==> src/rtl/dfe_pkg.sv <==
package dfe_pkg;

  localparam int FRAME_BITS = 16;

  typedef struct packed {
    logic latchVal;
    logic loadFrame;
    logic run;
    logic shiftEn;
  } dfeStrobe_t;

  function automatic logic [FRAME_BITS-1:0] buildFrame(input logic [7:0] val,
                                                       input logic [7:0] chan);
    return {chan[1:0], 1'b0, 1'b1, val[7:4], val[3:0], 4'b0000};
  endfunction

endpackage

==> src/rtl/dfe_datapath.sv <==
module dfe_datapath
  import dfe_pkg::*;
#(
  parameter int HALF_DIV = 2
) (
  input  logic       clk,
  input  logic       rstN,
  input  dfeStrobe_t stb,
  input  logic [7:0] inByte,
  output logic       halfTick,
  output logic       bitsDone,
  output logic       sclk,
  output logic       mosi
);

  localparam int DIV_W = (HALF_DIV > 1) ? $clog2(HALF_DIV) : 1;
  localparam int CNT_W = $clog2(FRAME_BITS + 1);

  logic [DIV_W-1:0]      divCnt;
  logic [7:0]            valBuf;
  logic [FRAME_BITS-1:0] shReg;
  logic [CNT_W-1:0]      fallCnt;
  logic                  sclkR;
  logic                  mosiR;
  logic                  lastFall;

  assign halfTick = stb.run && (divCnt == DIV_W'(HALF_DIV - 1));
  assign lastFall = (fallCnt == CNT_W'(FRAME_BITS));
  assign bitsDone = stb.shiftEn && halfTick && lastFall;
  assign sclk     = sclkR;
  assign mosi     = mosiR;

  always_ff @(posedge clk or negedge rstN) begin
    if (!rstN) begin
      divCnt <= '0;
    end else if (!stb.run || halfTick) begin
      divCnt <= '0;
    end else begin
      divCnt <= divCnt + 1'b1;
    end
  end

  always_ff @(posedge clk or negedge rstN) begin
    if (!rstN) begin
      valBuf  <= '0;
      shReg   <= '0;
      fallCnt <= '0;
      sclkR   <= 1'b0;
      mosiR   <= 1'b0;
    end else begin
      if (stb.latchVal) begin
        valBuf <= inByte;
      end
      if (stb.loadFrame) begin
        shReg   <= buildFrame(valBuf, inByte);
        fallCnt <= '0;
        sclkR   <= 1'b0;
        mosiR   <= 1'b0;
      end else if (stb.shiftEn && halfTick && !lastFall) begin
        sclkR <= !sclkR;
        if (!sclkR) begin
          mosiR <= shReg[FRAME_BITS-1];
          shReg <= {shReg[FRAME_BITS-2:0], 1'b0};
        end else begin
          fallCnt <= fallCnt + 1'b1;
        end
      end
    end
  end

  AST_MOSI_HOLD_ON_FALL: assert property (@(posedge clk) disable iff (!rstN)
    $fell(sclkR) |-> $stable(mosiR));

  AST_END_WITH_CLOCK_LOW: assert property (@(posedge clk) disable iff (!rstN)
    bitsDone |-> !sclkR);

endmodule

==> src/rtl/dfe_ctrl.sv <==
module dfe_ctrl
  import dfe_pkg::*;
#(
  parameter int GAP_SCLK = 2
) (
  input  logic       clk,
  input  logic       rstN,
  input  logic       inValid,
  input  logic [7:0] inByte,
  input  logic       halfTick,
  input  logic       bitsDone,
  output logic       inReady,
  output logic       syncN,
  output logic       done,
  output dfeStrobe_t stb
);

  localparam int GAP_HALVES = 2 * GAP_SCLK;
  localparam int GAP_W = (GAP_HALVES > 1) ? $clog2(GAP_HALVES) : 1;

  typedef enum logic [2:0] {
    S_IDLE, S_VAL, S_CHAN, S_LEAD, S_SHIFT, S_GAP, S_DONE
  } ctrlState_t;

  ctrlState_t state;
  logic [7:0] remaining;
  logic [GAP_W-1:0] gapCnt;
  logic accept;

  assign inReady = (state == S_IDLE) || (state == S_VAL) || (state == S_CHAN);
  assign accept  = inReady && inValid;
  assign syncN   = !((state == S_LEAD) || (state == S_SHIFT));
  assign done    = (state == S_DONE);

  always_comb begin
    stb.latchVal  = (state == S_VAL) && accept;
    stb.loadFrame = (state == S_CHAN) && accept;
    stb.run       = (state == S_LEAD) || (state == S_SHIFT) || (state == S_GAP);
    stb.shiftEn   = (state == S_SHIFT);
  end

  always_ff @(posedge clk or negedge rstN) begin
    if (!rstN) begin
      state     <= S_IDLE;
      remaining <= '0;
      gapCnt    <= '0;
    end else begin
      case (state)
        S_IDLE: if (accept) begin
          remaining <= inByte;
          state     <= (inByte == 8'd0) ? S_DONE : S_VAL;
        end
        S_VAL:   if (accept) state <= S_CHAN;
        S_CHAN:  if (accept) state <= S_LEAD;
        S_LEAD:  if (halfTick) state <= S_SHIFT;
        S_SHIFT: if (bitsDone) begin
          remaining <= remaining - 1'b1;
          gapCnt    <= '0;
          state     <= S_GAP;
        end
        S_GAP: if (halfTick) begin
          if (gapCnt == GAP_W'(GAP_HALVES - 1)) begin
            state <= (remaining == 8'd0) ? S_DONE : S_VAL;
          end else begin
            gapCnt <= gapCnt + 1'b1;
          end
        end
        S_DONE:  state <= S_IDLE;
        default: state <= S_IDLE;
      endcase
    end
  end

  AST_ZERO_COUNT_DONE: assert property (@(posedge clk) disable iff (!rstN)
    (state == S_IDLE && inValid && inByte == 8'd0) |=> done);

  AST_DONE_SINGLE: assert property (@(posedge clk) disable iff (!rstN)
    done |=> !done);

  AST_SHIFT_ENDS_IN_GAP: assert property (@(posedge clk) disable iff (!rstN)
    bitsDone |=> (syncN && !inReady));

endmodule

==> src/rtl/dac_frame_enc.sv <==
module dac_frame_enc
  import dfe_pkg::*;
#(
  parameter int HALF_DIV = 2,
  parameter int GAP_SCLK = 2
) (
  input  logic       clk,
  input  logic       rstN,
  input  logic       inValid,
  input  logic [7:0] inByte,
  output logic       inReady,
  output logic       syncN,
  output logic       sclk,
  output logic       mosi,
  output logic       done
);

  localparam int GAP_MIN = 2 * GAP_SCLK * HALF_DIV;
  localparam int HI_W = $clog2(GAP_MIN + 1);

  dfeStrobe_t stb;
  logic halfTick;
  logic bitsDone;

  dfe_ctrl #(.GAP_SCLK(GAP_SCLK)) u_ctrl (
    .clk      (clk),
    .rstN     (rstN),
    .inValid  (inValid),
    .inByte   (inByte),
    .halfTick (halfTick),
    .bitsDone (bitsDone),
    .inReady  (inReady),
    .syncN    (syncN),
    .done     (done),
    .stb      (stb)
  );

  dfe_datapath #(.HALF_DIV(HALF_DIV)) u_dp (
    .clk      (clk),
    .rstN     (rstN),
    .stb      (stb),
    .inByte   (inByte),
    .halfTick (halfTick),
    .bitsDone (bitsDone),
    .sclk     (sclk),
    .mosi     (mosi)
  );

  logic [HI_W-1:0] hiCnt;

  always_ff @(posedge clk or negedge rstN) begin
    if (!rstN) begin
      hiCnt <= HI_W'(GAP_MIN);
    end else if (!syncN) begin
      hiCnt <= '0;
    end else if (hiCnt < HI_W'(GAP_MIN)) begin
      hiCnt <= hiCnt + 1'b1;
    end
  end

  AST_SYNC_GAP: assert property (@(posedge clk) disable iff (!rstN)
    $fell(syncN) |-> (hiCnt >= HI_W'(GAP_MIN)));

  AST_SCLK_LOW_IDLE: assert property (@(posedge clk) disable iff (!rstN)
    syncN |-> !sclk);

endmodule

==> config.mk <==
export PLATFORM = sky130hd
export DESIGN_NAME = dac_frame_enc
export DESIGN_NICKNAME = d
export VERILOG_FILES = /design/src/rtl/dfe_pkg.sv /design/src/rtl/dfe_datapath.sv /design/src/rtl/dfe_ctrl.sv /design/src/rtl/dac_frame_enc.sv
export SDC_FILE = /design/constraint.sdc
export NUM_CORES = 1
export LEC_CHECK = 0
export ABC_AREA = 1
export BUFFER_PORTS_ARGS = -buffer_cell sky130_fd_sc_hd__buf_2
export CORE_MARGIN = 2
export CORE_UTILIZATION = 65
export CTS_CLUSTER_SIZE = 8
export DETAILED_ROUTE_END_ITERATION = 8
export HOLD_SLACK_MARGIN = 0.1
export PLACE_DENSITY = 0.83
export SLEW_MARGIN = 15
export SYNTH_ARGS = -nofsm -noshare
export SYNTH_HDL_FRONTEND = slang
export SYNTH_HIERARCHICAL = 1
export SYNTH_SLANG_ARGS = --single-unit
==> constraint.sdc <==
create_clock -name clk -period 5.15 [get_ports clk]
set_input_delay 1.03 -clock clk [delete_from_list [all_inputs] [get_ports clk]]
set_output_delay 1.03 -clock clk [all_outputs]
set_load 0.02 [all_outputs]
==> flow_metrics.env, run 1 <==
export IMPL_cts_hold_buf=0
export IMPL_yosys_most_used_dff="dfrtp_1"
export IMPL_nFillCells=296
export IMPL_die_w_um=65.7
export IMPL_avgSynthCellArea_um2=7.24
export IMPL_p_leak_nw=1.40
export IMPL_clkSinkCount=41
export IMPL_ys_seq_area_frac=0.414
export IMPL_stdcell_count=401
export IMPL_fin_crit_sh=0.493
export IMPL_postSynth_asyncResetShare=1.00
export IMPL_cp_required_ns=4.12
export IMPL_overflow=0
export IMPL_dp_cells=393
export IMPL_syn_inst=342
export IMPL_min_path_type="flip-flop to flip-flop"
export IMPL_clk_latency_ns=0.30
export IMPL_cp_slowest_cell="dfrtp_1"
export IMPL_synth_common_cells="nand2_1 (115), dfrtp_1 (41), inv_1 (39), nand3_1 (33), nor2_1 (32)"
export IMPL_via_count=2075
export IMPL_coreArea_um2=3660
export IMPL_critPathLaunchType="flip-flop"
export IMPL_p_total_mw=1.50
export IMPL_grt_max_degree=42
export IMPL_antenna_found_initial=0
export IMPL_clk_pin_slew_ns=0.09
export IMPL_max_cap_violations=0
export IMPL_htree_levels=2
export IMPL_numCtsBuffers=5
export IMPL_cts_resized=0
export IMPL_nets=367
export IMPL_cpPeakStageDelay_ns=0.59
export IMPL_grt_pass1_wl_um=8140
export IMPL_ys_warn_count=6
export IMPL_antenna_cells=0
export IMPL_die_area_um2=4320
export IMPL_area_growth_pct=5.91
export IMPL_clockBufferDepth=2
export IMPL_ff2ff_path_depth=12
export IMPL_root_buffer="clkbuf_8"
export IMPL_slew_viol_final=0
export IMPL_yosysMostFrequentCell="nand2_1"
export IMPL_syn_num_nets=357
export IMPL_grt_pass1_vias=1830
export IMPL_post_cts_setup_buffer_count=0
export IMPL_max_freq_mhz=394
export IMPL_drt_iter0_drc=171
export IMPL_whs_path_depth=1
export IMPL_fin_crit_ns=2.54
export IMPL_synth_seq_cells=41
export IMPL_wirelength_um=4630
export IMPL_gp_congestion=0.845
export IMPL_vdd_drop_max_mv=0.302
export IMPL_initial_utilization=0.676
export IMPL_cts_tree="built"
export IMPL_final_layout_size_suffix_gt1_frac=0.142
export IMPL_io_pins=16
export IMPL_route_detailed_drc=0
export IMPL_status="finished, final reports clean"
export IMPL_finalWorstSetupSlack_ns=2.61
export IMPL_ant_nets=0
export IMPL_finalSetupViolCount=0
export IMPL_port_buffer_count=15
export IMPL_crit_type="flip-flop to output port"
export IMPL_synth_area_leader_cell="dfrtp_1"
export IMPL_synth_area_um2=2480
export IMPL_critPathMaxFanout=8
export IMPL_rsz0062_at_grt="no"
export IMPL_synth_top_area_frac=0.414
export IMPL_wire_per_inst_um=11.6
export IMPL_vias_per_cell=5.17
export IMPL_dieHeight_um=65.7
export IMPL_crit_path_end_kind="output port"
export IMPL_hold_violations=0
export IMPL_cp_cell_sequence="inv_1, o21ai_0, buf_2"
export IMPL_tightestPinTransition_ns=0.899
export IMPL_fin_tns_setup_ns=0
export IMPL_synth_edf_count=0
export IMPL_fin_skew_ns=0.00840
export IMPL_num_rows=22
export IMPL_slew_headroom=0.401
export IMPL_arrival_ns=1.51
export IMPL_hpwl_um=3260
export IMPL_drtPass1Iterations=4
export IMPL_ys_top_cells_by_area="dfrtp_1 (41%), nand2_1 (17%), nand3_1 (6.7%), inv_1 (5.9%), o21ai_0 (4.9%)"
export IMPL_p_per_area_nw_per_um2=572
export IMPL_gr_usage_all_layers=0.246
export IMPL_place_ws_ns=2.59
export IMPL_synth_distinct_cells=29
registers in the layout (all words and copies together) (netlist names):
signal	flops
u_dp/fallCnt	5
u_dp/mosi	1
u_dp/sclk	1
u_dp/shReg	12
u_ctrl/remaining	8
u_dp/divCnt	1
u_ctrl/state	3
u_dp/valBuf	8
u_ctrl/gapCnt	2
cell usage in the layout (no fill, tap or decap), drive strengths merged:
cell type / n
nand3b: 2
inv: 44
nand4: 3
clkinvlp: 1
o21ai: 30
xnor2: 1
nor2: 42
a21oi: 3
ha: 4
clkbuf: 5
clkinv: 1
xor2: 1
nor3: 2
buf: 15
nor4: 1
nand3: 35
nand2: 122
dfrtp: 41
layout make-up:
type | count | area (µm²) | share of cell area
Multi-Input combinational cell | 246 | 1200 | 0.458
Sequential cell | 41 | 1030 | 0.391
Inverter | 43 | 171 | 0.0654
Timing Repair Buffer | 15 | 75.1 | 0.0286
Clock buffer | 5 | 68.8 | 0.0262
Tap cell | 48 | 60.1 | 0.0229
Clock inverter | 3 | 21.3 | 0.00811
metal layers:
| metal | track usage | up-vias | wire length, µm |
|---|---|---|---|
| li1 | - | 1085 | - |
| met1 | 0.331 | 951 | 2170 |
| met2 | 0.393 | 32 | 2230 |
| met3 | 0.0565 | 7 | 174 |
| met4 | 0.0781 | 0 | 63 |
| met5 | 0 | - | 0 |
logic make-up after synthesis:
group / share of synthesized area
DFF: 0.414
and+or+nand+nor: 0.380
AOI/OAI and AO/OA: 0.0712
buffers and inverters: 0.107
adders and majority gates: 0.0202
xor gates and xnor gates: 0.00708
critical path, delay by kind of cell (launching register included):
kind                   cells  cell delay [ns]
DFF                        1             0.59
buffers and inverters      2             0.38
AOI/OAI and AO/OA          1             0.25
worst paths after layout:
check / startpoint / to / slack (ns)
hold reg to reg: u_dp/divCnt / u_dp/divCnt / 0.43
min in group asynchronous: rstN / u_dp/shReg[6] / 0.85
setup reg to reg: u_ctrl/state[2] / u_ctrl/remaining[4] / 2.87
hold / removal: u_dp/divCnt / u_dp/divCnt / 0.43
max in group asynchronous: rstN / u_ctrl/state[1] / 3.73
setup / recovery: u_ctrl/state[2] / syncN / 2.61
report_power, final:
part           total [mW]  internal [mW]  switching [mW]
combinational       0.690          0.245           0.445
sequential          0.592          0.466           0.125
clock               0.218         0.0962           0.122
stage by stage:
stage	area [µm²]	util	hold WS, ns
floorplan	2480	-	0.400
CTS	2610	0.714	0.435
global route	2620	0.716	0.450
global placement	2520	0.689	0.414
detailed placement	2520	0.689	0.415
finish	2620	0.716	0.435
No activity file was read; power rests on OpenSTA's default activity.
==> inputs of run 2 (changes only) <==
CORE_UTILIZATION = 60   (was 65)
PLACE_DENSITY = 0.77   (was 0.83)
clock period = 2.64 ns   (was 5.15 ns; I/O delays follow)
==> run 2 against run 1 <==
  * Sequential power is 93% higher
  * Register-to-register slack lost 2.4 ns
  * Total power up 94%
  * Setup slack worse by 2.1 ns
  * Worst hold slack got worse by 0.085 ns
  * Non-clock buffer count up 2
  * Sequential share of layout area decreased by 0.13 points
  * Die area rose by 7.8%
  * Largest cell class unchanged
  * Largest power group unchanged
==> flow_metrics.env, run 2 (same netlist as run 1, synthesis figures left out) <==
export IMPL_p_total_mw=2.91
export IMPL_fin_crit_sh=0.814
export IMPL_initial_utilization=0.619
export IMPL_combPwrFrac=0.466
export IMPL_io_pins=16
export IMPL_dp_cells=397
export IMPL_p_leak_nw=1.41
export IMPL_rsz0062_at_grt="no"
export IMPL_dieHeight_um=68.2
export IMPL_vdd_drop_max_mv=0.610
export IMPL_nets=369
export IMPL_port_buffer_count=15
export IMPL_largest_reg_flops=12
export IMPL_nFillCells=361
export IMPL_p_per_area_nw_per_um2=1100
export IMPL_cp_cell_sequence="inv_1, nand2_1, nand2_1, inv_1, nand2_1, nor3_1, inv_1, nand2_4, nand2_2, inv_1, o21ai_0, nand2_1"
export IMPL_route_detailed_drc=0
export IMPL_fin_skew_ns=0.00533
export IMPL_arrival_ns=2.39
export IMPL_clockBufferDepth=2
export IMPL_cp_required_ns=2.88
export IMPL_drtPass1Iterations=4
export IMPL_p_seq_frac=0.391
export IMPL_cts_resized=0
export IMPL_final_layout_size_suffix_gt1_frac=0.146
export IMPL_cp_slowest_cell="dfrtp_1"
export IMPL_finish_utilization=0.658
export IMPL_max_cap_violations=0
export IMPL_vias_per_cell=5.03
export IMPL_grt_pass1_vias=1824
export IMPL_root_buffer="clkbuf_8"
export IMPL_p_clk_frac=0.143
export IMPL_antenna_found_initial=0
export IMPL_post_cts_setup_buffer_count=0
export IMPL_fin_tns_setup_ns=0
export IMPL_crit_path_end_kind="flip-flop"
export IMPL_clk_latency_ns=0.29
export IMPL_slew_viol_final=0
export IMPL_gp_congestion=0.825
export IMPL_critPathMaxFanout=11
export IMPL_coreArea_um2=4000
export IMPL_hpwl_um=3250
export IMPL_antenna_cells=0
export IMPL_critPathLaunchType="flip-flop"
export IMPL_drt_iter0_drc=169
export IMPL_cts_hold_buf=0
export IMPL_die_area_um2=4660
export IMPL_layout_common_cells="nand2_1 (115), dfrtp_1 (41), inv_1 (39)"
export IMPL_switching_share=0.456
export IMPL_slew_headroom=0.409
export IMPL_num_rows=23
export IMPL_tightestPinTransition_ns=0.887
export IMPL_regMostFlops="u_dp/shReg"
export IMPL_max_freq_mhz=465
export IMPL_die_w_um=68.2
export IMPL_htree_levels=2
export IMPL_crit_type="flip-flop to flip-flop"
export IMPL_grt_max_degree=42
export IMPL_gr_usage_all_layers=0.225
export IMPL_cpPeakStageDelay_ns=0.53
export IMPL_final_common_cell="nand2_1"
export IMPL_finalSetupViolCount=0
export IMPL_seq_area_um2=1030
export IMPL_multi_input_area_um2=1190
export IMPL_numCtsBuffers=5
export IMPL_switching_power_mw=1.33
export IMPL_clk_pin_slew_ns=0.08
export IMPL_grt_pass1_wl_um=7850
export IMPL_wire_per_inst_um=11.2
export IMPL_cts_tree="built"
export IMPL_overflow=0
export IMPL_internal_power_mw=1.58
export IMPL_wirelength_um=4550
export IMPL_hold_violations=0
export IMPL_stdcell_count=405
export IMPL_area_growth_pct=6.27
export IMPL_ant_nets=0
export IMPL_top_regs="u_dp/shReg: 12 flops, u_ctrl/remaining: 8 flops, u_dp/valBuf: 8 flops"
export IMPL_clkSinkCount=41
export IMPL_min_path_type="input pin to asynchronous set/reset pin"
export IMPL_fin_crit_ns=2.15
export IMPL_via_count=2038
export IMPL_status="finished, final reports clean"
## run 2: per-stage QoR
stage | worst slack [ns] | hold WS [ns] | area, µm²
after CTS | 0.517 | 0.389 | 2630
final | 0.491 | 0.350 | 2630
after floorplan | 0.894 | 0.232 | 2480
after global routing | 0.295 | 0.442 | 2630
after global placement | 0.607 | 0.418 | 2540
after detailed placement | 0.542 | 0.417 | 2540
## run 2: worst paths after layout
check / startpoint / endpoint / slack [ns] / cells after the start
max: u_ctrl/state[2] / u_ctrl/remaining[4] / 0.49 / 12
min: rstN / u_dp/shReg[15] / 0.35 / 1
max reg2reg: u_ctrl/state[2] / u_ctrl/remaining[4] / 0.49 / 12
min reg2reg: u_dp/divCnt / u_dp/divCnt / 0.44 / 1
max in group asynchronous: rstN / u_dp/fallCnt[3] / 1.73 / 1
min in group clk: u_dp/divCnt / u_dp/divCnt / 0.44 / 1
## run 2: metal layers
metal	GRT usage	wire length, µm	up-vias
li1	-	-	1087
met1	0.290	2200	918
met2	0.385	2130	28
met3	0.0493	169	5
met4	0.0525	46	0
met5	0	0	-
## run 2: critical path, delay by kind of cell (launching register included)
| family | cells | cell delay, ns |
|---|---|---|
| and+or+nand+nor | 7 | 0.91 |
| DFF | 1 | 0.53 |
| AOI/OAI and AO/OA | 1 | 0.11 |
| buffers and inverters | 4 | 0.54 |
## run 2: layout make-up
| cell class | instances | share of cell area |
|---|---|---|
| sequential | 41 | 0.390 |
| multi-input combinational | 246 | 0.453 |
| clock buffer | 5 | 0.0262 |
| inverter | 43 | 0.0651 |
| timing repair buffer | 17 | 0.0342 |
| clock inverter | 3 | 0.00808 |
| tap | 50 | 0.0238 |
## run 2: power groups by stage
stage | logic (mW) | registers, mW | clock network, mW
after floorplan | 1.20 | 1.08 | 0
after global placement | 1.32 | 1.13 | 0
after detailed placement | 1.36 | 1.14 | 0
after CTS | 1.36 | 1.14 | 0.436
after global routing | 1.57 | 1.18 | 0.461
final | 1.35 | 1.14 | 0.417
==> inputs of run 3 (changes only) <==
CORE_UTILIZATION = 54   (was 60)
PLACE_DENSITY = 0.73   (was 0.77)
clock period = 1.9 ns   (was 2.64 ns; I/O delays follow)
==> run 3 against run 2 <==
  * Critical path depth decreased by 8
  * Combinational power grew 59%
  * First-iteration DRC count decreased by 19%
  * Clock power up 44%
  * Cell area rose by 5.2%
  * Routed wire length grew 8.8%
  * Clock-buffer cell count up 1
  * Clock skew grew 0.00054 ns
  * Setup slack got worse by 0.39 ns
  * Largest power group unchanged
==> flow_metrics.env, run 3 (same netlist as run 1, synthesis figures left out) <==
export IMPL_status="finished, final reports clean"
export IMPL_reg2reg_to="u_dp/shReg[9]"
export IMPL_gr_usage_all_layers=0.209
export IMPL_htree_levels=2
export IMPL_cts_hold_buf=0
export IMPL_crit_type="flip-flop to output port"
export IMPL_num_rows=24
export IMPL_via_count=2127
export IMPL_dieHeight_um=71.7
export IMPL_vias_per_cell=5.06
export IMPL_fin_crit_ns=1.80
export IMPL_fin_tns_setup_ns=0
export IMPL_cp_required_ns=1.52
export IMPL_stdcell_count=420
export IMPL_wl_met3_um=169
export IMPL_port_buffer_count=15
export IMPL_wirelength_um=4950
export IMPL_routed_wl_met2_um=2490
export IMPL_clockBufferDepth=2
export IMPL_clkSinkCount=41
export IMPL_reg2reg_from="u_ctrl/state[1]"
export IMPL_p_leak_nw=1.49
export IMPL_tightestPinTransition_ns=0.514
export IMPL_dp_cells=412
export IMPL_regMostFlops="u_dp/shReg"
export IMPL_numCtsBuffers=5
export IMPL_coreArea_um2=4380
export IMPL_crit_path_end_kind="output port"
export IMPL_drt_met1_wl_um=2260
export IMPL_overflow=0
export IMPL_hpwl_um=3480
export IMPL_final_layout_size_suffix_gt1_frac=0.190
export IMPL_critPathMaxFanout=5
export IMPL_rrSetupSlack_ns=0.14
export IMPL_max_cap_violations=0
export IMPL_hold_violations=0
export IMPL_antenna_cells=0
export IMPL_critPathLaunchType="flip-flop"
export IMPL_wire_per_inst_um=11.8
export IMPL_finalSetupViolCount=0
export IMPL_holdWs_ns=0.144
export IMPL_drtPass1Iterations=4
export IMPL_fin_crit_sh=0.945
export IMPL_die_w_um=71.7
export IMPL_drt_iter0_drc=137
export IMPL_p_total_mw=4.28
export IMPL_critPathLaunch="u_ctrl/state[2]"
export IMPL_ant_nets=0
export IMPL_largest_reg_flops=12
export IMPL_io_pins=16
export IMPL_layout_common_cells="nand2_1 (114), inv_1 (39), dfrtp_1 (39)"
export IMPL_area_growth_pct=11.8
export IMPL_slew_headroom=0.657
export IMPL_vdd_drop_max_mv=0.699
export IMPL_fin_skew_ns=0.00586
export IMPL_root_buffer="clkbuf_8"
export IMPL_initial_utilization=0.565
export IMPL_gp_congestion=0.907
export IMPL_final_common_cell="nand2_1"
export IMPL_max_freq_mhz=557
export IMPL_grt_pass1_wl_um=8520
export IMPL_grt_max_degree=42
export IMPL_top_regs="u_dp/shReg: 12 flops, u_ctrl/remaining: 8 flops, u_dp/valBuf: 8 flops"
export IMPL_nets=382
export IMPL_die_area_um2=5140
export IMPL_cts_tree="built"
export IMPL_finish_utilization=0.631
export IMPL_top_layer="met4"
export IMPL_ff2ff_path_depth=11
export IMPL_clk_pin_slew_ns=0.08
export IMPL_clk_latency_ns=0.29
export IMPL_min_path_type="input pin to asynchronous set/reset pin"
export IMPL_route_detailed_drc=0
export IMPL_slew_viol_final=0
export IMPL_antenna_found_initial=0
export IMPL_arrival_ns=1.42
export IMPL_p_per_area_nw_per_um2=1550
export IMPL_grt_pass1_vias=2012
## run 3: changes by cell type in the layout (fill, tap and decap cells not counted), moves of 2 or more
cell / before / now
dfrtp_1: 41 / 39
buf_4: 2 / 15
dfrtp_2: 0 / 2
nand2_4: 3 / 5
## run 3: worst max path at each step
stage / cells past startpoint / endpoint
2_1_floorplan: 12 / u_ctrl/remaining[4]
3_3_place_gp: 12 / u_ctrl/state[2]
3_5_place_dp: 13 / u_ctrl/remaining[7]
4_1_cts: 4 / syncN
5_1_grt: 13 / u_ctrl/remaining[7]
6_report: 4 / syncN
## run 3: area by class of cell
class,count,area [µm²]
clock inverters,2,13.8
well taps,52,65.1
repair buffers,30,188
inverters,43,171
fillers,399,1620
clock buffers,6,82.6
flip-flops and latches,41,1030
multi-input cells,246,1220
## run 3: per-layer routing
metal | GRT usage | vias to the layer above
met5 | 0 | -
met4 | 0.0755 | 0
met3 | 0.0464 | 2
met2 | 0.360 | 37
met1 | 0.258 | 980
li1 | - | 1108
## run 3: what timing repair did
| item | 4_1_cts | 5_1_grt |
|---|---|---|
| setup buffers | 0 | 0 |
| endpoints found under the setup margin | 0 | 25 |
| resized for setup | 0 | 9 |
## run 3: power breakdown
group          internal (mW)  switching, mW
registers               1.27          0.275
logic                  0.802           1.33
clock network          0.295          0.305
total                   2.37           1.91
## run 3: worst max-delay path, cell delays in order (launching register included)
cell     delay (ns)
dfrtp_2        0.43
inv_1          0.08
buf_4          0.15
o21ai_1        0.25
buf_2          0.22
## run 3: through the flow
step                worst slack [ns]  area, µm²
floorplan                      0.154       2480
global placement               0.105       2640
detailed placement            0.0712       2640
CTS                           0.0109       2740
global route                 -0.0214       2770
finish                         0.105       2770
